## src/rtl/msi_pkg.sv

```systemverilog
package msi_pkg;
  typedef enum logic [1:0] {
    ST_I = 2'd0,
    ST_S = 2'd1,
    ST_M = 2'd2
  } line_st_e;

  typedef enum logic [1:0] {
    CMD_RD  = 2'd0,
    CMD_RDX = 2'd1,
    CMD_UPG = 2'd2,
    CMD_WB  = 2'd3
  } bus_cmd_e;

  typedef enum logic [1:0] {
    F_IDLE = 2'd0,
    F_ACT  = 2'd1,
    F_WAIT = 2'd2
  } fsm_e;
endpackage

```

## src/rtl/msi_line_store.sv

```systemverilog
module msi_line_store
  import msi_pkg::*;
#(
  parameter int IDX_W  = 2,
  parameter int TAG_W  = 4,
  parameter int DATA_W = 16
) (
  input  logic              clk,
  input  logic              rst_n,
  input  logic [IDX_W-1:0]  a_idx,
  output line_st_e          a_st,
  output logic [TAG_W-1:0]  a_tag,
  output logic [DATA_W-1:0] a_data,
  input  logic [IDX_W-1:0]  b_idx,
  output line_st_e          b_st,
  output logic [TAG_W-1:0]  b_tag,
  output logic [DATA_W-1:0] b_data,
  input  logic              fill_en,
  input  logic [IDX_W-1:0]  fill_idx,
  input  line_st_e          fill_st,
  input  logic [TAG_W-1:0]  fill_tag,
  input  logic [DATA_W-1:0] fill_data,
  input  logic              snp_en,
  input  logic [IDX_W-1:0]  snp_idx,
  input  line_st_e          snp_st
);
  localparam int LINES = 1 << IDX_W;

  line_st_e [LINES-1:0]              st_vec;
  logic     [LINES-1:0][TAG_W-1:0]   tag_vec;
  logic     [LINES-1:0][DATA_W-1:0]  data_vec;

  for (genvar i = 0; i < LINES; i++) begin : g_line
    line_st_e          st_q, st_d;
    logic [TAG_W-1:0]  tag_q;
    logic [DATA_W-1:0] data_q;
    logic              sel_fill, sel_snp;

    assign sel_fill = fill_en && (fill_idx == IDX_W'(i));
    assign sel_snp  = snp_en  && (snp_idx  == IDX_W'(i));

    // snoop update wins over a local update of the same line
    always_comb begin
      st_d = st_q;
      if (sel_fill) st_d = fill_st;
      if (sel_snp)  st_d = snp_st;
    end

    always_ff @(posedge clk or negedge rst_n) begin
      if (!rst_n) st_q <= ST_I;
      else        st_q <= st_d;
    end

    always_ff @(posedge clk) begin
      if (sel_fill) begin
        tag_q  <= fill_tag;
        data_q <= fill_data;
      end
    end

    assign st_vec[i]   = st_q;
    assign tag_vec[i]  = tag_q;
    assign data_vec[i] = data_q;
  end

  assign a_st   = st_vec[a_idx];
  assign a_tag  = tag_vec[a_idx];
  assign a_data = data_vec[a_idx];
  assign b_st   = st_vec[b_idx];
  assign b_tag  = tag_vec[b_idx];
  assign b_data = data_vec[b_idx];
endmodule

```

## src/rtl/msi_snoop_unit.sv

```systemverilog
module msi_snoop_unit
  import msi_pkg::*;
#(
  parameter int ADDR_W = 6,
  parameter int IDX_W  = 2,
  parameter int DATA_W = 16,
  localparam int TAG_W = ADDR_W - IDX_W
) (
  input  logic              snp_valid,
  input  logic [1:0]        snp_cmd,
  input  logic [ADDR_W-1:0] snp_addr,
  input  line_st_e          line_st,
  input  logic [TAG_W-1:0]  line_tag,
  input  logic [DATA_W-1:0] line_data,
  output logic              shared_o,
  output logic              flush_o,
  output logic [DATA_W-1:0] data_o,
  output logic              upd_en,
  output line_st_e          upd_st
);
  bus_cmd_e cmd;
  logic     match;

  always_comb begin
    cmd    = bus_cmd_e'(snp_cmd);
    match  = snp_valid && (line_st != ST_I) &&
             (line_tag == snp_addr[ADDR_W-1:IDX_W]) && (cmd != CMD_WB);
    upd_st = line_st;
    flush_o = 1'b0;
    unique case (cmd)
      CMD_RD: begin
        flush_o = match && (line_st == ST_M);
        upd_st  = ST_S;
      end
      CMD_RDX, CMD_UPG: begin
        flush_o = match && (line_st == ST_M);
        upd_st  = ST_I;
      end
      default: upd_st = line_st;
    endcase
    shared_o = match;
    upd_en   = match && (upd_st != line_st);
    data_o   = line_data;
  end
endmodule

```

## src/rtl/msi_cpu_fsm.sv

```systemverilog
module msi_cpu_fsm
  import msi_pkg::*;
#(
  parameter int ADDR_W = 6,
  parameter int IDX_W  = 2,
  parameter int DATA_W = 16,
  localparam int TAG_W = ADDR_W - IDX_W
) (
  input  logic              clk,
  input  logic              rst_n,
  input  logic              cpu_req,
  input  logic              cpu_we,
  input  logic [ADDR_W-1:0] cpu_addr,
  input  logic [DATA_W-1:0] cpu_wdata,
  output logic              cpu_done,
  output logic [DATA_W-1:0] cpu_rdata,
  output logic [IDX_W-1:0]  line_idx,
  input  line_st_e          line_st,
  input  logic [TAG_W-1:0]  line_tag,
  input  logic [DATA_W-1:0] line_data,
  input  logic              snp_busy,
  output logic              bus_req,
  input  logic              bus_gnt,
  output bus_cmd_e          bus_cmd,
  output logic [ADDR_W-1:0] bus_addr,
  output logic [DATA_W-1:0] bus_wdata,
  input  logic              bus_ack,
  input  logic [DATA_W-1:0] bus_rdata,
  output logic              fill_en,
  output line_st_e          fill_st,
  output logic [TAG_W-1:0]  fill_tag,
  output logic [DATA_W-1:0] fill_data
);
  fsm_e              fsm_q, fsm_d;
  logic              we_q;
  logic [ADDR_W-1:0] addr_q;
  logic [DATA_W-1:0] wdata_q;
  bus_cmd_e          cmd_q;
  logic              done_q, done_d;
  logic [DATA_W-1:0] rdata_q, rdata_d;

  logic [TAG_W-1:0]  req_tag;
  logic              hit, can_finish, finish, take, got_ack, accept;

  assign req_tag  = addr_q[ADDR_W-1:IDX_W];
  assign line_idx = addr_q[IDX_W-1:0];
  assign accept   = (fsm_q == F_IDLE) && cpu_req;

  always_comb begin
    hit        = (line_st != ST_I) && (line_tag == req_tag);
    can_finish = hit && (!we_q || (line_st == ST_M));
    // command chosen afresh each cycle from the live line state
    bus_addr = addr_q;
    if (hit) begin
      bus_cmd = CMD_UPG;
    end else if (line_st == ST_M) begin
      bus_cmd  = CMD_WB;
      bus_addr = {line_tag, line_idx};
    end else begin
      bus_cmd = we_q ? CMD_RDX : CMD_RD;
    end
    bus_wdata = line_data;
    bus_req   = (fsm_q == F_ACT) && !can_finish;
    finish    = (fsm_q == F_ACT) && can_finish && !snp_busy;
    take      = bus_req && bus_gnt && !snp_busy;
    got_ack   = (fsm_q == F_WAIT) && bus_ack;

    fill_en   = 1'b0;
    fill_st   = line_st;
    fill_tag  = line_tag;
    fill_data = line_data;
    if (finish && we_q) begin
      fill_en   = 1'b1;
      fill_st   = ST_M;
      fill_data = wdata_q;
    end
    if (got_ack) begin
      fill_en = 1'b1;
      unique case (cmd_q)
        CMD_WB:  fill_st = ST_I;
        CMD_RD: begin
          fill_st   = ST_S;
          fill_tag  = req_tag;
          fill_data = bus_rdata;
        end
        CMD_RDX: begin
          fill_st   = ST_M;
          fill_tag  = req_tag;
          fill_data = bus_rdata;
        end
        default: fill_st = ST_M;
      endcase
    end

    fsm_d = fsm_q;
    unique case (fsm_q)
      F_IDLE:  if (cpu_req) fsm_d = F_ACT;
      F_ACT: begin
        if (finish)    fsm_d = F_IDLE;
        else if (take) fsm_d = F_WAIT;
      end
      F_WAIT:  if (bus_ack) fsm_d = F_ACT;
      default: fsm_d = F_IDLE;
    endcase

    done_d  = finish;
    rdata_d = we_q ? wdata_q : line_data;
  end

  always_ff @(posedge clk or negedge rst_n) begin
    if (!rst_n) begin
      fsm_q  <= F_IDLE;
      done_q <= 1'b0;
    end else begin
      fsm_q  <= fsm_d;
      done_q <= done_d;
    end
  end

  always_ff @(posedge clk) begin
    if (accept) begin
      we_q    <= cpu_we;
      addr_q  <= cpu_addr;
      wdata_q <= cpu_wdata;
    end
    if (take)   cmd_q   <= bus_cmd;
    if (finish) rdata_q <= rdata_d;
  end

  assign cpu_done  = done_q;
  assign cpu_rdata = rdata_q;
endmodule

```

## src/rtl/msi_cache_ctrl.sv

```systemverilog
module msi_cache_ctrl
  import msi_pkg::*;
#(
  parameter int ADDR_W = 6,
  parameter int IDX_W  = 2,
  parameter int DATA_W = 16
) (
  input  logic              clk,
  input  logic              rst_n,
  input  logic              cpu_req,
  input  logic              cpu_we,
  input  logic [ADDR_W-1:0] cpu_addr,
  input  logic [DATA_W-1:0] cpu_wdata,
  output logic              cpu_done,
  output logic [DATA_W-1:0] cpu_rdata,
  output logic              bus_req,
  input  logic              bus_gnt,
  output logic [1:0]        bus_cmd,
  output logic [ADDR_W-1:0] bus_addr,
  output logic [DATA_W-1:0] bus_wdata,
  input  logic              bus_ack,
  input  logic [DATA_W-1:0] bus_rdata,
  input  logic              snp_valid,
  input  logic [1:0]        snp_cmd,
  input  logic [ADDR_W-1:0] snp_addr,
  output logic              snp_shared,
  output logic              snp_flush,
  output logic [DATA_W-1:0] snp_data
);
  localparam int TAG_W = ADDR_W - IDX_W;

  logic [IDX_W-1:0]  a_idx;
  line_st_e          a_st, b_st, fill_st, upd_st;
  logic [TAG_W-1:0]  a_tag, b_tag, fill_tag;
  logic [DATA_W-1:0] a_data, b_data, fill_data;
  logic              fill_en, upd_en;
  bus_cmd_e          cmd_w;

  msi_line_store #(.IDX_W(IDX_W), .TAG_W(TAG_W), .DATA_W(DATA_W)) u_store (
    .clk       (clk),
    .rst_n     (rst_n),
    .a_idx     (a_idx),
    .a_st      (a_st),
    .a_tag     (a_tag),
    .a_data    (a_data),
    .b_idx     (snp_addr[IDX_W-1:0]),
    .b_st      (b_st),
    .b_tag     (b_tag),
    .b_data    (b_data),
    .fill_en   (fill_en),
    .fill_idx  (a_idx),
    .fill_st   (fill_st),
    .fill_tag  (fill_tag),
    .fill_data (fill_data),
    .snp_en    (upd_en),
    .snp_idx   (snp_addr[IDX_W-1:0]),
    .snp_st    (upd_st)
  );

  msi_snoop_unit #(.ADDR_W(ADDR_W), .IDX_W(IDX_W), .DATA_W(DATA_W)) u_snoop (
    .snp_valid (snp_valid),
    .snp_cmd   (snp_cmd),
    .snp_addr  (snp_addr),
    .line_st   (b_st),
    .line_tag  (b_tag),
    .line_data (b_data),
    .shared_o  (snp_shared),
    .flush_o   (snp_flush),
    .data_o    (snp_data),
    .upd_en    (upd_en),
    .upd_st    (upd_st)
  );

  msi_cpu_fsm #(.ADDR_W(ADDR_W), .IDX_W(IDX_W), .DATA_W(DATA_W)) u_fsm (
    .clk       (clk),
    .rst_n     (rst_n),
    .cpu_req   (cpu_req),
    .cpu_we    (cpu_we),
    .cpu_addr  (cpu_addr),
    .cpu_wdata (cpu_wdata),
    .cpu_done  (cpu_done),
    .cpu_rdata (cpu_rdata),
    .line_idx  (a_idx),
    .line_st   (a_st),
    .line_tag  (a_tag),
    .line_data (a_data),
    .snp_busy  (snp_valid),
    .bus_req   (bus_req),
    .bus_gnt   (bus_gnt),
    .bus_cmd   (cmd_w),
    .bus_addr  (bus_addr),
    .bus_wdata (bus_wdata),
    .bus_ack   (bus_ack),
    .bus_rdata (bus_rdata),
    .fill_en   (fill_en),
    .fill_st   (fill_st),
    .fill_tag  (fill_tag),
    .fill_data (fill_data)
  );

  assign bus_cmd = cmd_w;
endmodule

```

## config.mk

```make
export PLATFORM = sky130hd
export DESIGN_NAME = msi_cache_ctrl
export DESIGN_NICKNAME = d
export VERILOG_FILES = /design/src/rtl/msi_pkg.sv /design/src/rtl/msi_line_store.sv /design/src/rtl/msi_snoop_unit.sv /design/src/rtl/msi_cpu_fsm.sv /design/src/rtl/msi_cache_ctrl.sv
export SDC_FILE = /design/constraint.sdc
export NUM_CORES = 1
export LEC_CHECK = 0
export ABC_CLOCK_PERIOD_IN_PS = 4400
export CORE_AREA = 2 2 113 115
export CTS_BUF_LIST = sky130_fd_sc_hd__clkbuf_16
export DETAILED_ROUTE_END_ITERATION = 8
export DIE_AREA = 0 0 115 117
export PLACE_DENSITY = 0.79
export SYNTH_ARGS = -nofsm -noshare
export SYNTH_HDL_FRONTEND = slang
export SYNTH_SLANG_ARGS = --single-unit
```

## constraint.sdc

```tcl
create_clock -name clk -period 4.4 [get_ports clk]
set_input_delay 1.1 -clock clk [delete_from_list [all_inputs] [get_ports clk]]
set_output_delay 1.1 -clock clk [all_outputs]
set_load 0.01 [all_outputs]
```

==> qor.csv <==
stage;metric;value;unit
die;die_w;115;microns
placement;hpwl;10.90;mm
die;ios;113;
setup_path;critical_path_arrival;3160;ps
cells_and_area;area_growth;31.59;%
global_route;grt_pass1_wl;24.61;mm
detailed_routing;drt_first_pass_iters;5;
detailed_routing;drt_iter0_drc;316;
setup_path;r2r_start;u_fsm.addr_q[1];
cells_and_area;regArea;3909;sq um
cells_and_area;final_util;67.32;%
logic_synthesis;ys_ff_latch;132;
setup_path;end_kind;primary output;
clock_tree;clk_latency;410;ps
placement;portBuffers;112;
timing;fin_hold_ws;587.1;ps
die;core_area;12310;sq um
timing;fin_ws;141.5;ps
cells_and_area;nNetsFinal;568;
detailed_routing;drcViolationCount;0;
global_route;antenna_found_initial;0;
cells_and_area;fillers;832;
setup_path;worstSetupStartpointType;input pin;
setup_path;path_class;input pin to primary output;
min_path;hp-class;flop to flop;
placement;gp_congestion;0.8951;
flow_run;drv_cap;0;
die;row_count;41;
placement;pre_cts_slack;-117.3;ps
logic_synthesis;synth_cell_types;45;
detailed_routing;wl_per_cell;23.66;microns
global_route;overflow;0;
setup_path;regToRegEndpoint;u_store.g_line[3].tag_q[1];
clock_tree;clk_pin_slew;60;ps
cells_and_area;final_cell_mix;121 x edfxtp_1, 110 x clkdlybuf4s50_1, 44 x mux4_2, 30 x nor2_1, 24 x buf_4;
timing;slew_headroom;33.58;%
die;initial_core_util;51.16;%
logic_synthesis;synthCells;383;
global_route;grt.total_usage;25.21;%
cells_and_area;diodes;0;
timing;skew;8.388;ps
detailed_routing;via_count;4165;
die;fp.dieH;117;microns
setup_path;reg2reg_depth;7;
setup_path;r2r_slack;1250;ps
timing;finalCritPeriodShare;96.79;%
power;ir_worst_vdd;317.6;uV
logic_synthesis;synth_seq_area_share;62.06;%
setup_path;crit_path_start;snp_addr[0];
clock_tree;cts_made_buffers;17;
timing;fmax;234.8;MHz
detailed_routing;drtAntennaViolNets;0;
logic_synthesis;syn_area;6299;sq um
power;power.density;468.0;nW/um^2
logic_synthesis;syn_area_per_cell;16.45;sq um
logic_synthesis;synth_nets;438;
min_path;min_from;u_fsm.wdata_q[7];
cells_and_area;multi_input_area;2262;sq um
clock_tree;clock-root-buffer;clkbuf_16;
die;die_area;13460;sq um
setup_path;crit_path_end;snp_shared;
power;p_leak;2.777;nW
timing;worst_pin_slew;993.6;ps
detailed_routing;via_per_inst;6.161;
logic_synthesis;ys_warn_count;0;
global_route;grt_max_degree;37;
timing;rsz0062_at_grt;false;
setup_path;cp.required;3300;ps
timing;setup_violations;0;
cells_and_area;drive_gt1_share;26.81;%
timing;slew_violations;0;
clock_tree;ctsHoldBuffers;0;
detailed_routing;drt_wl_total;16.00;mm
cells_and_area;layout_commonest_cell;edfxtp_1;
global_route;first_global_vias;4458;
outcome;status;completed;
clock_tree;clockBufferDepth;2;
clock_tree;cts_tree;yes;
timing;period_needed;4259;ps
clock_tree;clock-sinks;132;
setup_path;crit_fanout;15;
timing;hold_viol_final;0;
clock_tree;h-tree-depth;4;
worst min-delay path by stage:
stage / depth (start not counted) / slack (ps) / to
after floorplan: 2 / 530 / u_store.g_line[3].st_q[1]
after global placement: 1 / 560 / u_fsm.cpu_rdata[0]
after detailed placement: 1 / 570 / u_fsm.cpu_rdata[8]
after CTS: 1 / 580 / u_fsm.cpu_rdata[9]
after global routing: 1 / 600 / u_fsm.cpu_rdata[9]
final: 1 / 590 / u_fsm.cpu_rdata[7]
state kept, by name (all words and copies together), names as in the netlist:
register,cells
u_store.g_line.data_q,64
u_fsm.cpu_rdata,16
u_fsm.wdata_q,16
u_store.g_line.tag_q,16
u_store.g_line.st_q,8
u_fsm.addr_q,6
u_fsm.cmd_q,2
u_fsm.fsm_q,2
u_fsm.cpu_done,1
u_fsm.we_q,1
cell type report:
| type | instances | area share (%) |
|---|---|---|
| clock buffer | 17 | 5.133 |
| clock inverter | 15 | 1.721 |
| inverter | 4 | 0.1812 |
| multi-input combinational | 219 | 27.29 |
| sequential | 132 | 47.16 |
| tap | 150 | 2.264 |
| timing repair buffer | 139 | 16.24 |
what timing repair did:
| action | 4_1_cts | 5_1_grt |
|---|---|---|
| endpoints found under the setup margin | 3 | 0 |
| gates resized for setup | 2 | 0 |
| setup buffers | 1 | 0 |
power by group:
part	switching (W)	total, W	internal (W)
registers	0.0000772	0.00160	0.00153
clock network	0.000519	0.00134	0.000826
logic	0.000470	0.000930	0.000460
total	0.00107	0.00388	0.00281
worst max-delay path, stage by stage:
cell and delay (ps):
buf_2 200, buf_4 330, mux4_2 610, o211ai_2 210, buf_4 170, nor2_1 60
clkdlybuf4s50_1 480
layer usage:
metal / track usage (%) / share of wire (%) / vias up
met1: 31.61 / 38 / 2104
li1: - / - / 1808
met4: 9.478 / 1.8 / 0
met5: 0 / 0 / -
met2: 42.35 / 52 / 228
met3: 7.003 / 8.4 / 25
per-stage QoR:
stage / power, W / std cells / instance area [sq um] / setup TNS (ps)
after floorplan: 0.002150 / 383 / 6299 / 0
after global placement: 0.002506 / 643 / 7697 / -122.8
after detailed placement: 0.002539 / 643 / 7697 / -168.4
after CTS: 0.003898 / 676 / 8288 / 0
after global routing: 0.004023 / 676 / 8288 / 0
final: 0.003879 / 676 / 8288 / 0
cell usage after synthesis (all sizes together):
master	instances	area share, %
mux2i	9	1.4
nor4bb	1	0.16
mux4	44	16
nor2	30	1.8
a22o	1	0.14
mux2	24	4.3
nor4	3	0.60
xor2	1	0.14
nor3	5	0.40
nor2b	3	0.30
o21a	1	0.12
clkbuf	13	0.77
nand4	2	0.40
a21boi	1	0.12
o31ai	1	0.12
o211ai	1	0.20
ha	2	0.40
and2	2	0.20
a21oi	7	0.56
o32ai	1	0.14
a21o	1	0.12
nor3b	1	0.12
nor4b	2	0.38
nand2	7	0.42
nand3b	2	0.24
o21bai	1	0.12
a31oi	17	1.7
edfxtp	121	58
xnor2	8	1.6
buf	15	1.5
dfrtp	11	4.4
nand3	16	1.3
inv	4	0.24
a211oi	2	0.24
and4	1	0.14
nand2b	4	0.40
o21ai	18	1.5
cells by family (layout without fill, tap and decap cells):
family	Yosys count	count (layout)	synth area share (%)
AO/OA/AOI/OAI	52	52	5.046
XOR/XNOR	9	9	1.728
adder cells (fa/ha/maj)	2	2	0.3972
buffers and inverters	32	175	2.523
flip-flops	132	132	62.06
multiplexers	77	77	21.45
AND/OR/NAND/NOR	79	79	6.794
Note: power is estimated with default switching activity, not from simulation.
